$ cat src/rtl/dm_pkg.sv
// Package: shared types for the data memory register file.
// Assumes: the status flag field maps to status bits 3:0 in the order C, AC, Z, OV.
package dm_pkg;

    // Kind of storage a resolved address lands on
    typedef enum logic [2:0] {
        LOC_VOID,
        LOC_PTR,
        LOC_ACC,
        LOC_STAT,
        LOC_RAM
    } loc_kind_e;

    // Arithmetic flags; packed so that bit 0 is C and bit 3 is OV
    typedef struct packed {
        logic ov;
        logic z;
        logic ac;
        logic c;
    } alu_flags_t;

    localparam int FLAG_W = 4;

endpackage

$ cat src/rtl/dm_addr_route.sv
// Module: dm_addr_route
// Resolves a raw address into the address actually touched, and classifies it.
// Address zero is redirected through the pointer (low ADDR_W bits only).
// A result of zero is the self-reference case and is classified as void.
// Assumes: GP_BASE + GP_DEPTH <= 2**ADDR_W.
module dm_addr_route
    import dm_pkg::*;
#(
    parameter int ADDR_W    = 6,
    parameter int PTR_ADDR  = 1,
    parameter int ACC_ADDR  = 5,
    parameter int STAT_ADDR = 10,
    parameter int GP_BASE   = 32,
    parameter int GP_DEPTH  = 32
) (
    input  logic [ADDR_W-1:0] addr_i,
    input  logic [ADDR_W-1:0] ptr_low_i,
    output logic [ADDR_W-1:0] eff_addr_o,
    output loc_kind_e         kind_o
);

    logic [ADDR_W-1:0] gp_off;

    // Pick the direct address or the pointer target
    always_comb begin
        eff_addr_o = (addr_i == '0) ? ptr_low_i : addr_i;
    end

    // Offset into the RAM window; wraps high when below the base
    always_comb begin
        gp_off = eff_addr_o - ADDR_W'(GP_BASE);
    end

    // Classify the resolved address
    always_comb begin
        if (eff_addr_o == '0)
            kind_o = LOC_VOID;
        else if (eff_addr_o == ADDR_W'(PTR_ADDR))
            kind_o = LOC_PTR;
        else if (eff_addr_o == ADDR_W'(ACC_ADDR))
            kind_o = LOC_ACC;
        else if (eff_addr_o == ADDR_W'(STAT_ADDR))
            kind_o = LOC_STAT;
        else if (int'(gp_off) < GP_DEPTH)
            kind_o = LOC_RAM;
        else
            kind_o = LOC_VOID;
    end

endmodule

$ cat src/rtl/dm_gp_ram.sv
// Module: dm_gp_ram
// General-purpose byte RAM with one synchronous write port and one asynchronous read port.
// Assumes: the caller passes a window-relative index; contents are not reset.
module dm_gp_ram #(
    parameter int DATA_W = 8,
    parameter int DEPTH  = 32,
    localparam int IDX_W = $clog2(DEPTH)
) (
    input  logic              clk,
    input  logic              we_i,
    input  logic [IDX_W-1:0]  wr_idx_i,
    input  logic [DATA_W-1:0] wr_data_i,
    input  logic [IDX_W-1:0]  rd_idx_i,
    output logic [DATA_W-1:0] rd_data_o
);

    logic [DATA_W-1:0] mem [DEPTH];

    // Store a byte on the clock edge when enabled
    always_ff @(posedge clk) begin
        if (we_i)
            mem[wr_idx_i] <= wr_data_i;
    end

    // Combinational read
    always_comb begin
        rd_data_o = mem[rd_idx_i];
    end

endmodule

$ cat src/rtl/dm_status_reg.sv
// Module: dm_status_reg
// Status register: four ALU flags, a power-down bit and a time-out bit.
// The ALU strobe wins over a software flag write.
// A clear-watchdog strobe wins over halt, and both win over a watchdog expiry.
// Assumes: synchronous active-low reset models power-up.
module dm_status_reg
    import dm_pkg::*;
#(
    parameter int DATA_W = 8
) (
    input  logic              clk,
    input  logic              rst_n,
    input  logic              sw_we_i,
    input  alu_flags_t        sw_flags_i,
    input  logic              alu_we_i,
    input  alu_flags_t        alu_flags_i,
    input  logic              halt_i,
    input  logic              wdt_clr_i,
    input  logic              wdt_tmo_i,
    output logic [DATA_W-1:0] status_o
);

    alu_flags_t flags_q;
    logic       pdf_q;
    logic       to_q;

    // Arithmetic flags: ALU strobe first, then software write
    always_ff @(posedge clk) begin
        if (!rst_n)
            flags_q <= '0;
        else if (alu_we_i)
            flags_q <= alu_flags_i;
        else if (sw_we_i)
            flags_q <= sw_flags_i;
    end

    // Power-down bit: clear-watchdog clears, halt sets
    always_ff @(posedge clk) begin
        if (!rst_n)
            pdf_q <= 1'b0;
        else if (wdt_clr_i)
            pdf_q <= 1'b0;
        else if (halt_i)
            pdf_q <= 1'b1;
    end

    // Time-out bit: clear-watchdog or halt clears, expiry sets
    always_ff @(posedge clk) begin
        if (!rst_n)
            to_q <= 1'b0;
        else if (wdt_clr_i || halt_i)
            to_q <= 1'b0;
        else if (wdt_tmo_i)
            to_q <= 1'b1;
    end

    // Assemble the readable byte; upper bits stay zero
    always_comb begin
        status_o = DATA_W'({to_q, pdf_q, flags_q});
    end

    AST_HALT_SETS_PDF: assert property (@(posedge clk) disable iff (!rst_n)
        halt_i && !wdt_clr_i |=> pdf_q);
    AST_CLEAR_DROPS_PDF: assert property (@(posedge clk) disable iff (!rst_n)
        wdt_clr_i |=> !pdf_q);
    AST_CLEAR_OR_HALT_DROPS_TO: assert property (@(posedge clk) disable iff (!rst_n)
        wdt_clr_i || halt_i |=> !to_q);
    AST_EXPIRY_SETS_TO: assert property (@(posedge clk) disable iff (!rst_n)
        wdt_tmo_i && !wdt_clr_i && !halt_i |=> to_q);
    AST_ALU_FLAGS_WIN: assert property (@(posedge clk) disable iff (!rst_n)
        alu_we_i |=> flags_q == $past(alu_flags_i));
    AST_SW_FLAGS_LOAD: assert property (@(posedge clk) disable iff (!rst_n)
        sw_we_i && !alu_we_i |=> flags_q == $past(sw_flags_i));

endmodule

$ cat src/rtl/regfile_dmem.sv
// Module: regfile_dmem (top)
// 64-location data memory: indirect port at address 0, pointer, accumulator,
// status register and a general-purpose RAM window. Unmapped locations read zero.
// Assumes: GP_BASE is a multiple of GP_DEPTH, GP_DEPTH is a power of two,
// and DATA_W > PTR_W > ADDR_W.
module regfile_dmem
    import dm_pkg::*;
#(
    parameter int DATA_W    = 8,
    parameter int ADDR_W    = 6,
    parameter int PTR_W     = 7,
    parameter int PTR_ADDR  = 1,
    parameter int ACC_ADDR  = 5,
    parameter int STAT_ADDR = 10,
    parameter int GP_BASE   = 32,
    parameter int GP_DEPTH  = 32
) (
    input  logic              clk,
    input  logic              rst_n,
    input  logic [ADDR_W-1:0] rd_addr,
    output logic [DATA_W-1:0] rd_data,
    input  logic              wr_en,
    input  logic [ADDR_W-1:0] wr_addr,
    input  logic [DATA_W-1:0] wr_data,
    input  logic              alu_flag_we,
    input  logic              alu_c,
    input  logic              alu_ac,
    input  logic              alu_z,
    input  logic              alu_ov,
    input  logic              core_halt,
    input  logic              core_wdt_clear,
    input  logic              wdt_timeout,
    output logic [DATA_W-1:0] acc_value
);

    localparam int IDX_W   = $clog2(GP_DEPTH);
    localparam int PAD_W   = DATA_W - PTR_W;

    logic [PTR_W-1:0]  ptr_q;
    logic [DATA_W-1:0] acc_q;
    logic [ADDR_W-1:0] rd_eff;
    logic [ADDR_W-1:0] wr_eff;
    loc_kind_e         rd_kind;
    loc_kind_e         wr_kind;
    logic [DATA_W-1:0] ram_rd;
    logic [DATA_W-1:0] stat_rd;
    logic              ram_we;
    logic              stat_we;
    alu_flags_t        alu_flags;
    alu_flags_t        sw_flags;

    dm_addr_route #(
        .ADDR_W   (ADDR_W),
        .PTR_ADDR (PTR_ADDR),
        .ACC_ADDR (ACC_ADDR),
        .STAT_ADDR(STAT_ADDR),
        .GP_BASE  (GP_BASE),
        .GP_DEPTH (GP_DEPTH)
    ) u_rd_route (
        .addr_i    (rd_addr),
        .ptr_low_i (ptr_q[ADDR_W-1:0]),
        .eff_addr_o(rd_eff),
        .kind_o    (rd_kind)
    );

    dm_addr_route #(
        .ADDR_W   (ADDR_W),
        .PTR_ADDR (PTR_ADDR),
        .ACC_ADDR (ACC_ADDR),
        .STAT_ADDR(STAT_ADDR),
        .GP_BASE  (GP_BASE),
        .GP_DEPTH (GP_DEPTH)
    ) u_wr_route (
        .addr_i    (wr_addr),
        .ptr_low_i (ptr_q[ADDR_W-1:0]),
        .eff_addr_o(wr_eff),
        .kind_o    (wr_kind)
    );

    // Per-target write enables from the resolved write address
    always_comb begin
        ram_we  = wr_en && (wr_kind == LOC_RAM);
        stat_we = wr_en && (wr_kind == LOC_STAT);
    end

    // Repack flag inputs into the shared struct
    always_comb begin
        alu_flags = '{ov: alu_ov, z: alu_z, ac: alu_ac, c: alu_c};
        sw_flags  = alu_flags_t'(wr_data[FLAG_W-1:0]);
    end

    // Pointer register keeps only its low PTR_W bits
    always_ff @(posedge clk) begin
        if (!rst_n)
            ptr_q <= '0;
        else if (wr_en && wr_kind == LOC_PTR)
            ptr_q <= wr_data[PTR_W-1:0];
    end

    // Accumulator register
    always_ff @(posedge clk) begin
        if (!rst_n)
            acc_q <= '0;
        else if (wr_en && wr_kind == LOC_ACC)
            acc_q <= wr_data;
    end

    dm_gp_ram #(
        .DATA_W(DATA_W),
        .DEPTH (GP_DEPTH)
    ) u_gp_ram (
        .clk      (clk),
        .we_i     (ram_we),
        .wr_idx_i (wr_eff[IDX_W-1:0]),
        .wr_data_i(wr_data),
        .rd_idx_i (rd_eff[IDX_W-1:0]),
        .rd_data_o(ram_rd)
    );

    dm_status_reg #(
        .DATA_W(DATA_W)
    ) u_status (
        .clk        (clk),
        .rst_n      (rst_n),
        .sw_we_i    (stat_we),
        .sw_flags_i (sw_flags),
        .alu_we_i   (alu_flag_we),
        .alu_flags_i(alu_flags),
        .halt_i     (core_halt),
        .wdt_clr_i  (core_wdt_clear),
        .wdt_tmo_i  (wdt_timeout),
        .status_o   (stat_rd)
    );

    // Read multiplexer over the resolved location
    always_comb begin
        unique case (rd_kind)
            LOC_PTR:  rd_data = {{PAD_W{1'b1}}, ptr_q};
            LOC_ACC:  rd_data = acc_q;
            LOC_STAT: rd_data = stat_rd;
            LOC_RAM:  rd_data = ram_rd;
            default:  rd_data = '0;
        endcase
    end

    // Accumulator is visible to the core at all times
    always_comb begin
        acc_value = acc_q;
    end

    AST_PTR_READS_MSB_SET: assert property (@(posedge clk) disable iff (!rst_n)
        rd_addr == ADDR_W'(PTR_ADDR) |-> rd_data[DATA_W-1]);
    AST_PTR_LOADS_LOW_BITS: assert property (@(posedge clk) disable iff (!rst_n)
        wr_en && wr_addr == ADDR_W'(PTR_ADDR) |=> ptr_q == $past(wr_data[PTR_W-1:0]));
    AST_SELF_REF_READS_ZERO: assert property (@(posedge clk) disable iff (!rst_n)
        rd_addr == '0 && ptr_q[ADDR_W-1:0] == '0 |-> rd_data == '0);
    AST_ACC_HOLDS_UNLESS_HIT: assert property (@(posedge clk) disable iff (!rst_n)
        !(wr_en && wr_kind == LOC_ACC) |=> $stable(acc_q));

endmodule

$ cat config.mk
export PLATFORM = sky130hd
export DESIGN_NAME = regfile_dmem
export DESIGN_NICKNAME = d
export VERILOG_FILES = /design/src/rtl/dm_pkg.sv /design/src/rtl/dm_addr_route.sv /design/src/rtl/dm_gp_ram.sv /design/src/rtl/dm_status_reg.sv /design/src/rtl/regfile_dmem.sv
export SDC_FILE = /design/constraint.sdc
export NUM_CORES = 1
export LEC_CHECK = 0
export BUFFER_PORTS_ARGS = -buffer_cell sky130_fd_sc_hd__buf_2
export CORE_UTILIZATION = 25
export CTS_BUF_LIST = sky130_fd_sc_hd__clkbuf_4
export CTS_CLUSTER_DIAMETER = 40
export DETAILED_ROUTE_END_ITERATION = 16
export GPL_ROUTABILITY_DRIVEN = 0
export PLACE_DENSITY = 0.45
export SLEW_MARGIN = 30
export SYNTH_ARGS = -nofsm -noshare
export SYNTH_HDL_FRONTEND = slang
export SYNTH_SLANG_ARGS = --single-unit
$ cat constraint.sdc
create_clock -name clk -period 9.52 [get_ports clk]
set_input_delay 1.904 -clock clk [delete_from_list [all_inputs] [get_ports clk]]
set_output_delay 1.904 -clock clk [all_outputs]
set_load 0.02 [all_outputs]
==> qor.yml <==
power.density_mw_per_mm2: 192
grt_use_total_pct: 15.8
die_area_sq_mm: 0.0476
reg2reg_from: "ptr_q[3]"
synth_flop_cell: "edfxtp_1"
gr-total-overflow: 0
drive_gt1_share_pct: 22.6
cpPeakStageDelay_ns: 0.84
cpMostUsedCell: "buf_2"
post_cts_buffers: 0
synth_seq_area_share_pct: 69.4
clockPowerShare_pct: 42.0
dpl.hpwl_microns: 24300
seqPwrFrac_pct: 51.6
synthAdderAreaFrac_pct: 0
finalCritPeriodShare_pct: 73.5
worst_slew_pin_slew_ns: 0.972
initial_utilization_pct: 25.6
grt_start_max_net_pins: 54
rsz0062_at_grt: "no"
holdPathEnd: "ptr_q[6]"
drc: 0
portBuffers: 46
clk_pin_slew_ns: 0.05
synth_edf_count: 256
drt_wl_total_microns: 37000
fin_nets: 953
synthArstFlopShare_pct: 0
min_from: "ptr_q[6]"
ir_drop_v: 0.0000574
regToRegSetupSlack_ns: 6.75
final_area_sq_mm: 0.0136
period_needed_ns: 7.00
h-tree-depth: 3
critical_path.max_fanout: 26
path_cells: "buf_2 -> nor3_1 -> a31o_2 -> buf_4 -> mux4_2 -> a22oi_1 -> o211ai_1 -> buf_2"
die_h_microns: 218
synth_top_family_by_area: "simple AND/OR/NAND/NOR gates"
synth_seq_cells: 277
power_leakage_nw: 4.59
post_drt_wl_per_cell_microns: 23.4
synth_fp_nets: 860
p_switching_mw: 0.622
crit_slowest_cell: "a31o_2"
internal_power_mw: 1.98
rr_worst_depth: 4
worstPathRequired_ns: 7.62
clock-root-buffer: "clkbuf_4"
yosysWarnings: 0
cts_hold_buffers: 0
min_path_type: "reg -> reg"
critPathKind: "in -> out"
syn-cell-area_sq_mm: 0.0117
swShare_pct: 23.9
dr_total_vias: 7667
cts.sink_count: 277
synth_simple_gate_area_share_pct: 10.4
relSlewSlack_pct: 34.9
placementRows: 78
hold_viol: 0
grt_pass1_wl_microns: 53300
p_comb_share_pct: 6.5
cts_resized: 0
synth.avg_cell_area_sq_um: 14.1
status: "finished, final reports clean"
numCtsBuffers: 77
core_area_sq_mm: 0.0457
first_global_vias: 7534
whs_path_depth: 2
clk_path_buf_depth: 3
cts_tree: "built"
syn_inst: 829
ys_types: 54
area_delta_synth_final_pct: 16.2
critPathArrivalTime_ns: 5.10
finalMaxSlewViolations: 0
antenna_found_initial: 1
synth_compound_area_share_pct: 9.67
yosys.area_share.xor_xnor_pct: 0
insertion_delay_ns: 0.69
max_freq_mhz: 143
drt-initial-drc-count: 581
worstSetupEndpointType: "output pin"
fp.dieW_microns: 218
ioPinCount: 47
r2r-end: "u_gp_ram.mem[2][5]"
maxCapViolations: 0
vias_per_cell: 4.86
fin_skew_ns: 0.0537
ant_nets: 0
setup_violations: 0
first_pass_iters: 7
synthMuxAreaShare_pct: 7.49
place_area_sq_mm: 0.0126
tns_ns: 0
critPathLaunchType: "primary input"
[state kept, by name (all words and copies together), names as in the netlist]
register	count
u_status.to_q	1
u_status.pdf_q	1
acc_value	8
ptr_q	7
u_gp_ram.mem	256
u_status.status_o	4
[placed cells by master (no fill, tap or decap), types with 5 or more instances in the layout]
master,count
a31oi_1,11
mux2i_1,57
a22oi_1,6
nand2b_1,5
clkbuf_4,119
o211ai_1,6
nand4_1,12
inv_1,22
nor3_1,10
a21oi_1,31
nand3_1,19
a211oi_1,29
buf_4,16
nor2b_1,17
a221oi_1,8
o2111a_1,5
edfxtp_1,256
buf_2,46
nand2_1,119
and2_1,7
dfxtp_1,21
a32oi_1,8
o21ai_0,6
clkinv_1,9
nor2_1,49
or2_2,5
mux4_2,13
[Yosys cell counts, drive strengths merged (2+ instances only)]
cell	number	area share [%]
inv	22	0.71
a211o	4	0.30
mux2i	57	4.9
a21oi	33	1.4
nand3b	2	0.13
buf	26	1.6
a22oi	6	0.39
nor3b	2	0.13
o2111a	5	0.48
a32oi	8	0.60
a2111oi	3	0.23
nor2b	17	0.91
nor2	51	1.6
a31o	3	0.23
or3	2	0.11
a211oi	29	1.9
a311oi	4	0.30
nor3	10	0.43
a21o	3	0.19
nand4	12	0.64
dfxtp	21	3.6
and2	7	0.38
nand2b	5	0.27
nand2	119	3.8
o2111ai	4	0.30
o211ai	6	0.39
a311o	2	0.17
nand3	19	0.81
a221oi	8	0.60
o21ai	6	0.26
or2	5	0.27
nor4	3	0.29
edfxtp	256	66
nor4b	3	0.41
a221o	4	0.34
a32o	4	0.34
mux4	13	2.5
a31oi	13	0.70
clkbuf	22	0.71
a2111o	2	0.19
[stage by stage]
stage	setup WS [ns]	cells	hold slack, ns	util [%]	total power, mW
2_1_floorplan	3.64	829	0.439	-	1.45
3_3_place_gp	2.52	1443	0.505	27.5	1.54
3_5_place_dp	2.47	1443	0.517	27.5	1.54
4_1_cts	2.48	1577	0.534	29.7	2.63
5_1_grt	2.37	1578	0.550	29.7	2.70
6_report	2.52	1578	0.536	29.7	2.60
[metal layers]
metal  share of wire, %  routed length, microns  track usage (%)
met1                 47                   17300             22.4
met2                 44                   16400             22.8
met3                5.5                    2020             3.40
met4                3.4                    1270             7.09
met5                  0                       0                0
[worst max-delay path, delay by kind of cell]
family	cells	cell delay [ns]
buffers and inverters	3	0.82
and+or+nand+nor	1	0.52
muxes	1	0.34
AOI/OAI and AO/OA	3	1.49
[layout make-up]
cell class	instances	area, sq um
repair buffers	62	350
inverters	22	82.6
diodes	1	2.50
flip-flops and latches	277	8110
clock inverters	15	91.3
multi-input cells	482	3290
well taps	600	751
clock buffers	119	893
fillers	4670	32100
[how the worst max path moves through the flow]
stage / startpoint / endpoint / slack [ns] / cells after the start
2_1_floorplan: rd_addr[4] / rd_data[1] / 3.64 / 11
3_3_place_gp: rd_addr[0] / rd_data[1] / 2.52 / 8
3_5_place_dp: rd_addr[0] / rd_data[1] / 2.47 / 8
4_1_cts: rd_addr[0] / rd_data[1] / 2.48 / 8
5_1_grt: rd_addr[0] / rd_data[5] / 2.37 / 9
6_report: rd_addr[0] / rd_data[1] / 2.52 / 8
[kinds of logic (layout without fill, tap and decap cells)]
logic type,count (synthesis),after routing
other cells,0,1
simple gates,259,259
compound gates,152,152
buf+inv,70,218
flops,277,277
mux,71,71
[power groups by stage]
stage / clock [mW] / combinational, mW / sequential (mW)
3_5_place_dp: 0 / 0.169 / 1.37
4_1_cts: 1.12 / 0.169 / 1.34
6_report: 1.09 / 0.168 / 1.34
2_1_floorplan: 0 / 0.0891 / 1.37
5_1_grt: 1.18 / 0.179 / 1.34
3_3_place_gp: 0 / 0.169 / 1.37
Note: power is estimated with default switching activity, not from simulation.
